==> src/rtl/pc_steer_pkg.sv <==
package pc_steer_pkg;

  localparam int CYC_W = 3;

  typedef enum logic [3:0] {
    CLS_SEQ     = 4'd0,
    CLS_RJMP    = 4'd1,
    CLS_RCALL   = 4'd2,
    CLS_IJMP    = 4'd3,
    CLS_ICALL   = 4'd4,
    CLS_RET     = 4'd5,
    CLS_BRFLAG  = 4'd6,
    CLS_BRSIGN  = 4'd7,
    CLS_SKIPEQ  = 4'd8,
    CLS_SKIPBIT = 4'd9
  } instClass_e;

  typedef enum logic [2:0] {
    TGT_INC1  = 3'd0,
    TGT_INC2  = 3'd1,
    TGT_INC3  = 3'd2,
    TGT_SHORT = 3'd3,
    TGT_LONG  = 3'd4,
    TGT_ZPTR  = 3'd5,
    TGT_HOLD  = 3'd6
  } target_e;

  typedef struct packed {
    logic             load;
    target_e          target;
    logic [CYC_W-1:0] cycles;
  } steer_t;

endpackage

==> src/rtl/pc_steer_ctrl.sv <==
module pc_steer_ctrl
  import pc_steer_pkg::*;
#(
  parameter int STAT_W = 8,
  parameter int N_POS  = 2,
  parameter int V_POS  = 3,
  localparam int SEL_W = $clog2(STAT_W)
) (
  input  logic              clk,
  input  logic              rstN,
  input  logic              instValid,
  input  logic [3:0]        instClass,
  input  logic [STAT_W-1:0] statusBits,
  input  logic [SEL_W-1:0]  flagSel,
  input  logic              senseSet,
  input  logic              testBit,
  input  logic              regsEqual,
  input  logic              nextIsLong,
  output steer_t            steer
);

  logic flagHit;
  logic signedHit;
  logic eqHit;
  logic bitHit;

  always_comb begin
    flagHit   = (statusBits[flagSel] == senseSet);
    signedHit = ((statusBits[N_POS] ^ statusBits[V_POS]) == senseSet);
    eqHit     = regsEqual;
    bitHit    = (testBit == senseSet);
  end

  function automatic steer_t skipSteer(input logic hit, input logic longNext);
    steer_t s;
    s.load = 1'b0;
    if (!hit) begin
      s.target = TGT_INC1;
      s.cycles = CYC_W'(1);
    end else if (longNext) begin
      s.target = TGT_INC3;
      s.cycles = CYC_W'(3);
    end else begin
      s.target = TGT_INC2;
      s.cycles = CYC_W'(2);
    end
    return s;
  endfunction

  function automatic steer_t branchSteer(input logic hit);
    steer_t s;
    s.load   = 1'b0;
    s.target = hit ? TGT_SHORT : TGT_INC1;
    s.cycles = hit ? CYC_W'(2) : CYC_W'(1);
    return s;
  endfunction

  always_comb begin
    steer.load   = 1'b0;
    steer.target = TGT_INC1;
    steer.cycles = CYC_W'(1);
    case (instClass)
      CLS_RJMP:    begin steer.target = TGT_LONG; steer.cycles = CYC_W'(2); end
      CLS_RCALL:   begin steer.target = TGT_LONG; steer.cycles = CYC_W'(3); end
      CLS_IJMP:    begin steer.target = TGT_ZPTR; steer.cycles = CYC_W'(2); end
      CLS_ICALL:   begin steer.target = TGT_ZPTR; steer.cycles = CYC_W'(3); end
      CLS_RET:     begin steer.target = TGT_HOLD; steer.cycles = CYC_W'(4); end
      CLS_BRFLAG:  steer = branchSteer(flagHit);
      CLS_BRSIGN:  steer = branchSteer(signedHit);
      CLS_SKIPEQ:  steer = skipSteer(eqHit, nextIsLong);
      CLS_SKIPBIT: steer = skipSteer(bitHit, nextIsLong);
      default:     begin steer.target = TGT_INC1; steer.cycles = CYC_W'(1); end
    endcase
    steer.load = instValid;
  end


  signed_ge_taken_chk: assert property (@(posedge clk) disable iff (!rstN)
    (instValid && instClass == 4'd7 && !senseSet &&
     statusBits[N_POS] == statusBits[V_POS])
    |-> (steer.target == TGT_SHORT && steer.cycles == 3'd2));


  signed_lt_blocked_chk: assert property (@(posedge clk) disable iff (!rstN)
    (instValid && instClass == 4'd7 && senseSet &&
     statusBits[N_POS] == statusBits[V_POS])
    |-> (steer.target == TGT_INC1 && steer.cycles == 3'd1));


  long_skip_cost_chk: assert property (@(posedge clk) disable iff (!rstN)
    (instValid && instClass == 4'd8 && regsEqual && nextIsLong)
    |-> (steer.target == TGT_INC3 && steer.cycles == 3'd3));


  bit_skip_miss_chk: assert property (@(posedge clk) disable iff (!rstN)
    (instValid && instClass == 4'd9 && testBit != senseSet)
    |-> (steer.target == TGT_INC1 && steer.cycles == 3'd1));

endmodule

==> src/rtl/pc_steer_datapath.sv <==
module pc_steer_datapath
  import pc_steer_pkg::*;
#(
  parameter int PC_W     = 10,
  parameter int OFF_W    = 12,
  parameter int BR_OFF_W = 7,
  parameter int PTR_W    = 16
) (
  input  logic             clk,
  input  logic             rstN,
  input  steer_t           steer,
  input  logic [PC_W-1:0]  curPc,
  input  logic [OFF_W-1:0] offset,
  input  logic [PTR_W-1:0] zPtr,
  output logic [PC_W-1:0]  nextPc,
  output logic [CYC_W-1:0] cycleCount,
  output logic             resultValid
);

  logic [PC_W-1:0] shortExt;
  logic [PC_W-1:0] longExt;
  logic [PC_W-1:0] targetPc;

  generate
    if (PC_W > BR_OFF_W) begin : g_short_ext
      assign shortExt = {{(PC_W-BR_OFF_W){offset[BR_OFF_W-1]}}, offset[BR_OFF_W-1:0]};
    end else begin : g_short_trunc
      assign shortExt = offset[PC_W-1:0];
    end
    if (PC_W > OFF_W) begin : g_long_ext
      assign longExt = {{(PC_W-OFF_W){offset[OFF_W-1]}}, offset};
    end else begin : g_long_trunc
      assign longExt = offset[PC_W-1:0];
    end
  endgenerate

  always_comb begin
    case (steer.target)
      TGT_INC2:  targetPc = curPc + PC_W'(2);
      TGT_INC3:  targetPc = curPc + PC_W'(3);
      TGT_SHORT: targetPc = curPc + shortExt + PC_W'(1);
      TGT_LONG:  targetPc = curPc + longExt + PC_W'(1);
      TGT_ZPTR:  targetPc = zPtr[PC_W-1:0];
      TGT_HOLD:  targetPc = curPc;
      default:   targetPc = curPc + PC_W'(1);
    endcase
  end

  always_ff @(posedge clk or negedge rstN) begin
    if (!rstN) begin
      nextPc      <= '0;
      cycleCount  <= '0;
      resultValid <= 1'b0;
    end else begin
      resultValid <= steer.load;
      if (steer.load) begin
        nextPc     <= targetPc;
        cycleCount <= steer.cycles;
      end
    end
  end


  result_follows_req_chk: assert property (@(posedge clk) disable iff (!rstN)
    steer.load |=> resultValid);


  idle_holds_chk: assert property (@(posedge clk) disable iff (!rstN)
    !steer.load |=> (!resultValid && $stable(nextPc) && $stable(cycleCount)));


  indirect_target_chk: assert property (@(posedge clk) disable iff (!rstN)
    (steer.load && steer.target == TGT_ZPTR) |=> (nextPc == $past(zPtr[PC_W-1:0])));


  nonzero_cost_chk: assert property (@(posedge clk) disable iff (!rstN)
    resultValid |-> (cycleCount != '0));

endmodule

==> src/rtl/pc_steer_unit.sv <==
module pc_steer_unit
  import pc_steer_pkg::*;
#(
  parameter int PC_W     = 10,
  parameter int OFF_W    = 12,
  parameter int BR_OFF_W = 7,
  parameter int PTR_W    = 16,
  parameter int STAT_W   = 8,
  localparam int SEL_W   = $clog2(STAT_W)
) (
  input  logic              clk,
  input  logic              rstN,
  input  logic              instValid,
  input  logic [3:0]        instClass,
  input  logic [PC_W-1:0]   curPc,
  input  logic [OFF_W-1:0]  offset,
  input  logic [PTR_W-1:0]  zPtr,
  input  logic [STAT_W-1:0] statusBits,
  input  logic [SEL_W-1:0]  flagSel,
  input  logic              senseSet,
  input  logic              testBit,
  input  logic              regsEqual,
  input  logic              nextIsLong,
  output logic [PC_W-1:0]   nextPc,
  output logic [CYC_W-1:0]  cycleCount,
  output logic              resultValid
);

  steer_t steer;

  pc_steer_ctrl #(.STAT_W(STAT_W)) u_ctrl (
    .clk(clk), .rstN(rstN), .instValid(instValid), .instClass(instClass),
    .statusBits(statusBits), .flagSel(flagSel), .senseSet(senseSet),
    .testBit(testBit), .regsEqual(regsEqual), .nextIsLong(nextIsLong),
    .steer(steer)
  );

  pc_steer_datapath #(.PC_W(PC_W), .OFF_W(OFF_W), .BR_OFF_W(BR_OFF_W), .PTR_W(PTR_W)) u_dp (
    .clk(clk), .rstN(rstN), .steer(steer), .curPc(curPc), .offset(offset),
    .zPtr(zPtr), .nextPc(nextPc), .cycleCount(cycleCount), .resultValid(resultValid)
  );

endmodule

==> config.mk <==
export PLATFORM = sky130hd
export DESIGN_NAME = pc_steer_unit
export DESIGN_NICKNAME = d
export VERILOG_FILES = /design/src/rtl/pc_steer_pkg.sv /design/src/rtl/pc_steer_ctrl.sv /design/src/rtl/pc_steer_datapath.sv /design/src/rtl/pc_steer_unit.sv
export SDC_FILE = /design/constraint.sdc
export NUM_CORES = 1
export LEC_CHECK = 0
export BUFFER_PORTS_ARGS = -buffer_cell sky130_fd_sc_hd__clkbuf_2
export CORE_ASPECT_RATIO = 1.75
export CORE_MARGIN = 4
export CORE_UTILIZATION = 45
export CTS_BUF_LIST = sky130_fd_sc_hd__clkbuf_2
export DETAILED_ROUTE_END_ITERATION = 12
export GPL_ROUTABILITY_DRIVEN = 0
export PLACE_DENSITY = 0.86
export SLEW_MARGIN = 20
export SYNTH_ARGS = -nofsm -noshare
export SYNTH_HDL_FRONTEND = slang
export SYNTH_SLANG_ARGS = --single-unit
==> constraint.sdc <==
create_clock -name clk -period 0.85 [get_ports clk]
set_clock_uncertainty 0.15 [all_clocks]
set_input_delay 0.0425 -clock clk [delete_from_list [all_inputs] [get_ports clk]]
set_output_delay 0.0425 -clock clk [all_outputs]
set_load 0.005 [all_outputs]
# Word-level counts from Yosys, hierarchy flattened
# Index checks and enable logic that the tools add are counted.
# totals
register_bits	14
input_bits	60
out_inout_bits	14
# op_classes
add_sub_neg	7
order_cmp	1
n_eq_ne	18
mux	11
bitwise_logic	1
# op_table
cell	count
case mux 10 bit (6 select lines)	1
case mux 6 bit (9 select lines)	1
adder 10 x 1 -> 10 bit (second input constant)	3
adder 10 bit	2
adder 10 x 2 -> 10 bit (second input constant)	2
equality test 4 x 3 -> 1 bit (second input constant)	4
2-to-1 mux 5 bit	3
equality test 3 bit (second input constant)	3
equality test 4 x 2 -> 1 bit (second input constant)	2
equality test 4 bit (second input constant)	2
2-to-1 mux 2 bit	4
equality test 3 x 2 -> 1 bit (second input constant)	2
equality test 4 x 1 -> 1 bit (second input constant)	1
< comparator 3 x 4 -> 1 bit (second input constant)	1
binary-select mux 1 bit (select 3 bit)	1
equality test 1 bit	3
equality test 3 x 1 -> 1 bit (second input constant)	1
2-to-1 mux 1 bit	1
XOR 1 bit	1

# Depth between registers and ports, before layout
# logic_depth
depth_word	7
depth_mapped	12
mapped_depth_nobuf	11

# By module
# From an unflattened synthesis, not the netlist that was laid out.
# hier_totals
hier_cells	275
area_unflattened_um2	2132.0
# modules_own_cells
module	instances	cells_each	area_per_inst_um2	seq_area_each_um2
pc_steer_datapath	1	223	1769.2	350.3
pc_steer_ctrl	1	52	362.8	0.0

# Worst setup path after synthesis
# Ideal clock, no wire load.
# synth_timing
kind	input port to flip-flop
startpoint	in instClass[2]
endpoint	reg u_dp.nextPc[3]
t_arrival_ps	1889
path_slack_ps	-1324
stages	11
path_cell_list	clkbuf_1 > nand2b_1 > nor2_1 > nand3_1 > inv_1 > ha_1 > a21oi_1 > nor2b_1 > a221oi_1 > o221a_1 > o22ai_1
# synth_between
elab_chain_len	4
elab_cells_between_ends	17
classes_between	eq/ne: 15; mux: 2
# synth_lines
item	line	text
start: declaration	pc_steer_unit.sv:14	input logic [3:0] instClass,
equality test 4 bit, or another cell as far along	pc_steer_ctrl.sv:62	case (instClass)
case mux 6 bit (9 select lines) *	pc_steer_ctrl.sv:62	
equality test 3 bit, or another cell as far along	pc_steer_datapath.sv:38	case (steer.target)
case mux 10 bit (6 select lines) *	pc_steer_datapath.sv:38	
end signal: assignment	pc_steer_datapath.sv:57	nextPc <= targetPc;
end: declaration	pc_steer_datapath.sv:15	output logic [PC_W-1:0] nextPc,
# Mark *: on every way between the ends. The rest lies on a longest branch, timed or not.
# A chain may end at the register's enable or synchronous reset.

# Worst setup path after layout
# layout_timing
startpoint	in testBit
endpoint	reg u_dp.nextPc[3]
# layout_between
elab_chain_len	5
elab_cells_between_ends	10
classes_between	eq/ne: 7; mux: 3
# layout_lines
item	line	text
start: declaration	pc_steer_unit.sv:21	input logic testBit,
equality test 1 bit *	pc_steer_ctrl.sv:31	bitHit = (testBit == senseSet);
2-to-1 mux 5 bit *	pc_steer_ctrl.sv:37	if (!hit) begin
case mux 6 bit (9 select lines) *	pc_steer_ctrl.sv:62	
equality test 3 bit, or another cell as far along	pc_steer_datapath.sv:38	
case mux 10 bit (6 select lines) *	pc_steer_datapath.sv:38	
# Marked as above.

==> Implementation_results.wiki <==
{| class="wikitable"
! Metric !! Value
|-
| Outcome || complete, but fails checks
|-
| Violated checks || negative hold slack, negative setup slack
|-
| Worst-case reg-to-reg path depth || 3
|-
| Number of synthesized flops with an enable pin || 0
|-
| Number of top-level design ports || between 70 and 80
|-
| Wire per inst || about 22 um
|-
| Main combinational cell family by area after synthesis || compound AO/OA/AOI/OAI gates
|-
| Cell chosen for the clock root || clkbuf_2
|-
| Delay contributed by the slowest stage of the critical path || about 0.30 ns
|-
| Cells on Worst Hold Path || 4
|-
| Peak ir drop on the vdd network || 0.773 mV
|-
| H-tree depth || 1
|-
| Maximum frequency from static timing analysis || between 500 and 600 MHz
|-
| Number of library cell types mapped by synthesis || 66
|-
| Initial antenna violation count || 0
|-
| Setup Viol. Count Final || 27
|-
| Worst hold-check slack || -0.0471 ns
|-
| Xor/xnor cell area share of the yosys netlist || 0.101
|-
| Internal power of the cells || 2.07 mW
|-
| Total congestion overflow after global routing || 0
|-
| Final max-slew violation count || 0
|-
| Vias in the first global route || 3,199
|-
| Combinational group share of total power || 0.660
|-
| Row count || 32
|-
| Area fraction in compound gates after synthesis || 0.265
|-
| Fraction of the mapped netlist area in adder cells || 0.0948
|-
| First-pass GRT wire length || 15.1 mm
|-
| Register bit total from synthesis || 14
|-
| Sw Ratio || 0.421
|-
| Number of antenna cells inserted || 0
|-
| Leakage power total || 1.74 nW
|-
| DR DRC count || 0
|-
| Switching power total || 1.50 mW
|-
| Cell taking the most area after synthesis || dfrtp_1
|-
| Area share of the largest cell type after synthesis || 0.164
|-
| Area share of and/or/nand/nor cells after synthesis || 0.252
|-
| Initial Util || 0.477
|-
| Clock buffer count from CTS || 3
|-
| Share of post-route cells with drive strength above 1 || 0.494
|-
| Power share of the sequential group || 0.232
|-
| Nets || 507
|-
| Slowest cell on the critical path || mux2_4
|-
| CTS tree || yes
|-
| Sequential area share after synthesis || 0.164
|-
| MaxCap Viol Count || 0
|-
| Pre-antenna DRT Iters || 7
|-
| Maximum buffer depth of the clock tree || 2
|-
| Seq. cell area || 350 um2
|-
| Final period utilization || 2.21
|-
| Critical path cell sequence || buf_8 > xnor2_4 > mux2_4 > nand3_4 > inv_4 > ha_4 > a21oi_4 > nor2b_2 > a221oi_2 > o221a_1 > o22ai_2
|-
| Worst endpoint data arrival time || 1.91 ns
|-
| # fillers || ~250
|-
| Class of the most critical hold timing path || input port to register
|-
| Average via count per standard cell || 6.59
|-
| Overall Global Routing Usage || 0.329
|-
| Number of failing hold endpoints at the final stage || 2
|-
| Multi-input gate area || 2000 um2
|-
| Net count of the mapped netlist || 351
|-
| Detailed Route Iter0 Violations || about 280
|-
| Vertical die dimension || 99.2 um
|-
| Core Region || 4480 um2
|-
| CP max FO || 4
|-
| Transition time at the pin with the least slew margin || between 0.5 and 0.6 ns
|-
| Total Wirelength || approximately 11 mm
|-
| Number of stages on the worst setup path || 11
|-
| Maximum number of pins on one net before global-route repair || 16
|-
| Overall Power || 3.58 mW
|-
| Total number of vias || about 3,200
|-
| Share of flip-flops with an asynchronous set or reset after synthesis || 1.00
|-
| Count of port buffers added during placement || 65
|-
| Post-detail-place hpwl || 6.99 mm
|-
| TritonCTS sink count || 14
|-
| Clk pwr share || 0.108
|-
| Data required time at the worst endpoint || 0.88 ns
|-
| Count of warnings emitted by yosys || 0
|-
| Post-layout min period || 1.88 ns
|-
| Clock-pin slew reported for the worst setup and hold paths after clock tree synthesis || 0.17 ns
|-
| Cell type group with the largest total delay on the critical path || compound AO/OA/AOI/OAI gates
|-
| Layout Area Growth over Synthesis || 71.8%
|-
| Mean instance size in the synthesized netlist || just under 8 um2
|-
| Full die area || 5960 um2
|-
| Post-synth design cell area || 2140 um2
|-
| RSZ-0062 raised after global routing || yes
|-
| Leading post-synthesis cells by cell area || dfrtp_1 16%, ha_1 7.6%, nor2_1 5.8%, xnor2_1 4.9%, xor2_1 4.1%
|-
| Worst Path Buf+Inv || 2
|-
| Setup ws final || -1.03 ns
|-
| Type of the worst setup path || input port to register
|-
| Total negative setup slack || -14.12 ns
|-
| Clock latency of the later-clocked register in the worst-skew pair || approximately 0.28 ns
|-
| Power density cells || 975 nW/um2
|-
| Number of standard cells after synthesis || 276
|-
| CP endpoint kind || register
|-
| Proportion of synthesized area in mux cells || 0.0785
|-
| Nature of the critical path startpoint || input port
|-
| Max transition margin || 0.621
|-
| Commonest register cell after synthesis || dfrtp_1
|-
| Final ANT Viol Nets || 0
|-
| Overall die width || 60.1 um
|-
| CTS Hold Buffers Added || 1
|}
-- power by group through the flow --
stage	Combinational (mW)	Clock [mW]	Sequential [mW]
2_1_floorplan	0.906	0	0.830
3_3_place_gp	1.74	0	0.825
3_5_place_dp	1.82	0	0.829
4_1_cts	2.02	0.374	0.818
5_1_grt	2.49	0.421	0.840
6_report	2.36	0.386	0.831
-- worst register-to-register path, cell delays in order, from the launching register on --
cell and delay [ns]:
dfrtp_1 0.45, nor2b_1 0.15, a31oi_1 0.18, o21ai_2 0.07
-- what timing repair did --
action,in CTS,in global routing
gates resized for setup,33,44
setup buffers,6,4
endpoints found under the hold margin,17,2
pin swaps,11,13
setup endpoints to repair,27,27
-- kinds of logic (layout without fill, tap and decap cells) --
group	Yosys count	count (layout)
and+or+nand+nor	107	107
buffers and inverters	25	180
xor gates and xnor gates	23	23
DFF	14	14
adders and majority gates	15	15
AOI/OAI and AO/OA	80	80
muxes	12	12
-- path summary, 6_finish.rpt --
check / from / to / slack (ns)
setup reg to reg: u_dp.nextPc[6] / u_dp.nextPc[6] / -0.24
hold / removal: zPtr[0] / u_dp.nextPc[0] / -0.05
min in group asynchronous: rstN / u_dp.nextPc[9] / 0.03
max in group asynchronous: rstN / u_dp.nextPc[0] / 0.20
hold reg to reg: u_dp.nextPc[0] / u_dp.nextPc[0] / 0.40
setup / recovery: testBit / u_dp.nextPc[3] / -1.03
-- registers in the layout, indices dropped and copies added, names as in the netlist --
| register | flops |
|---|---|
| u_dp.cycleCount | 3 |
| u_dp.nextPc | 10 |
| u_dp.resultValid | 1 |
-- placed cells by master, fill, tap and decap left out, types with 3 or more instances in the layout --
cell type	count
o22ai_1	3
a31oi_4	3
nor3_2	3
xnor2_1	10
a31oi_1	7
nor2b_1	3
inv_1	11
buf_8	6
nand2b_4	3
clkbuf_2	60
mux2i_1	6
buf_4	86
and3_1	4
nand2b_1	4
dfrtp_1	14
nor3_1	5
or3_1	3
buf_6	14
a21oi_1	11
ha_1	12
o21ai_1	4
xor2_1	10
nor2_1	31
nand3_1	8
nand4_1	3
o21ai_0	10
a21oi_2	3
nand2_1	19
-- Yosys cell counts, drive strengths merged, types with 3 or more instances --
library cell and number:
ha 13, nor3 9, nand3 9, nand2 20, nor2 33, o22ai 4, nor2b 5, xnor2 12
buf 3, nand2b 7, inv 12, o2111a 3, mux2i 8, and3 6, xor2 10, or3 3
o21ai 15, nand4 3, clkbuf 10, a31oi 10, dfrtp 14, a21oi 16
-- final cells by class --
type	instances	area share
tap	51	0.0174
inverter	12	0.0130
multi-input combinational	237	0.545
clock inverter	1	0.00102
clock buffer	3	0.00409
sequential	14	0.0954
timing repair buffer	164	0.324
-- metal layers --
metal  part of all wire  track usage  vias to the layer above
li1                   -            -                     1352
met1               0.32        0.349                     1465
met2               0.50        0.579                      263
met3              0.087       0.0455                       97
met4              0.092        0.205                        0
met5                  0            0                        -
-- through the flow --
step                      cells  utilization  area (um2)  setup slack (ns)  hold slack [ns]
after detailed placement    467        0.710        3190             -1.46           -0.162
after global routing        482        0.819        3670             -1.05          -0.0452
after global placement      467        0.710        3190             -1.31           -0.170
after floorplan             276            -        2210             -1.08           -0.403
after CTS                   478        0.770        3450            -0.994          -0.0546
final                       482        0.819        3670             -1.03          -0.0471
No activity file was read; power rests on OpenSTA's default activity.
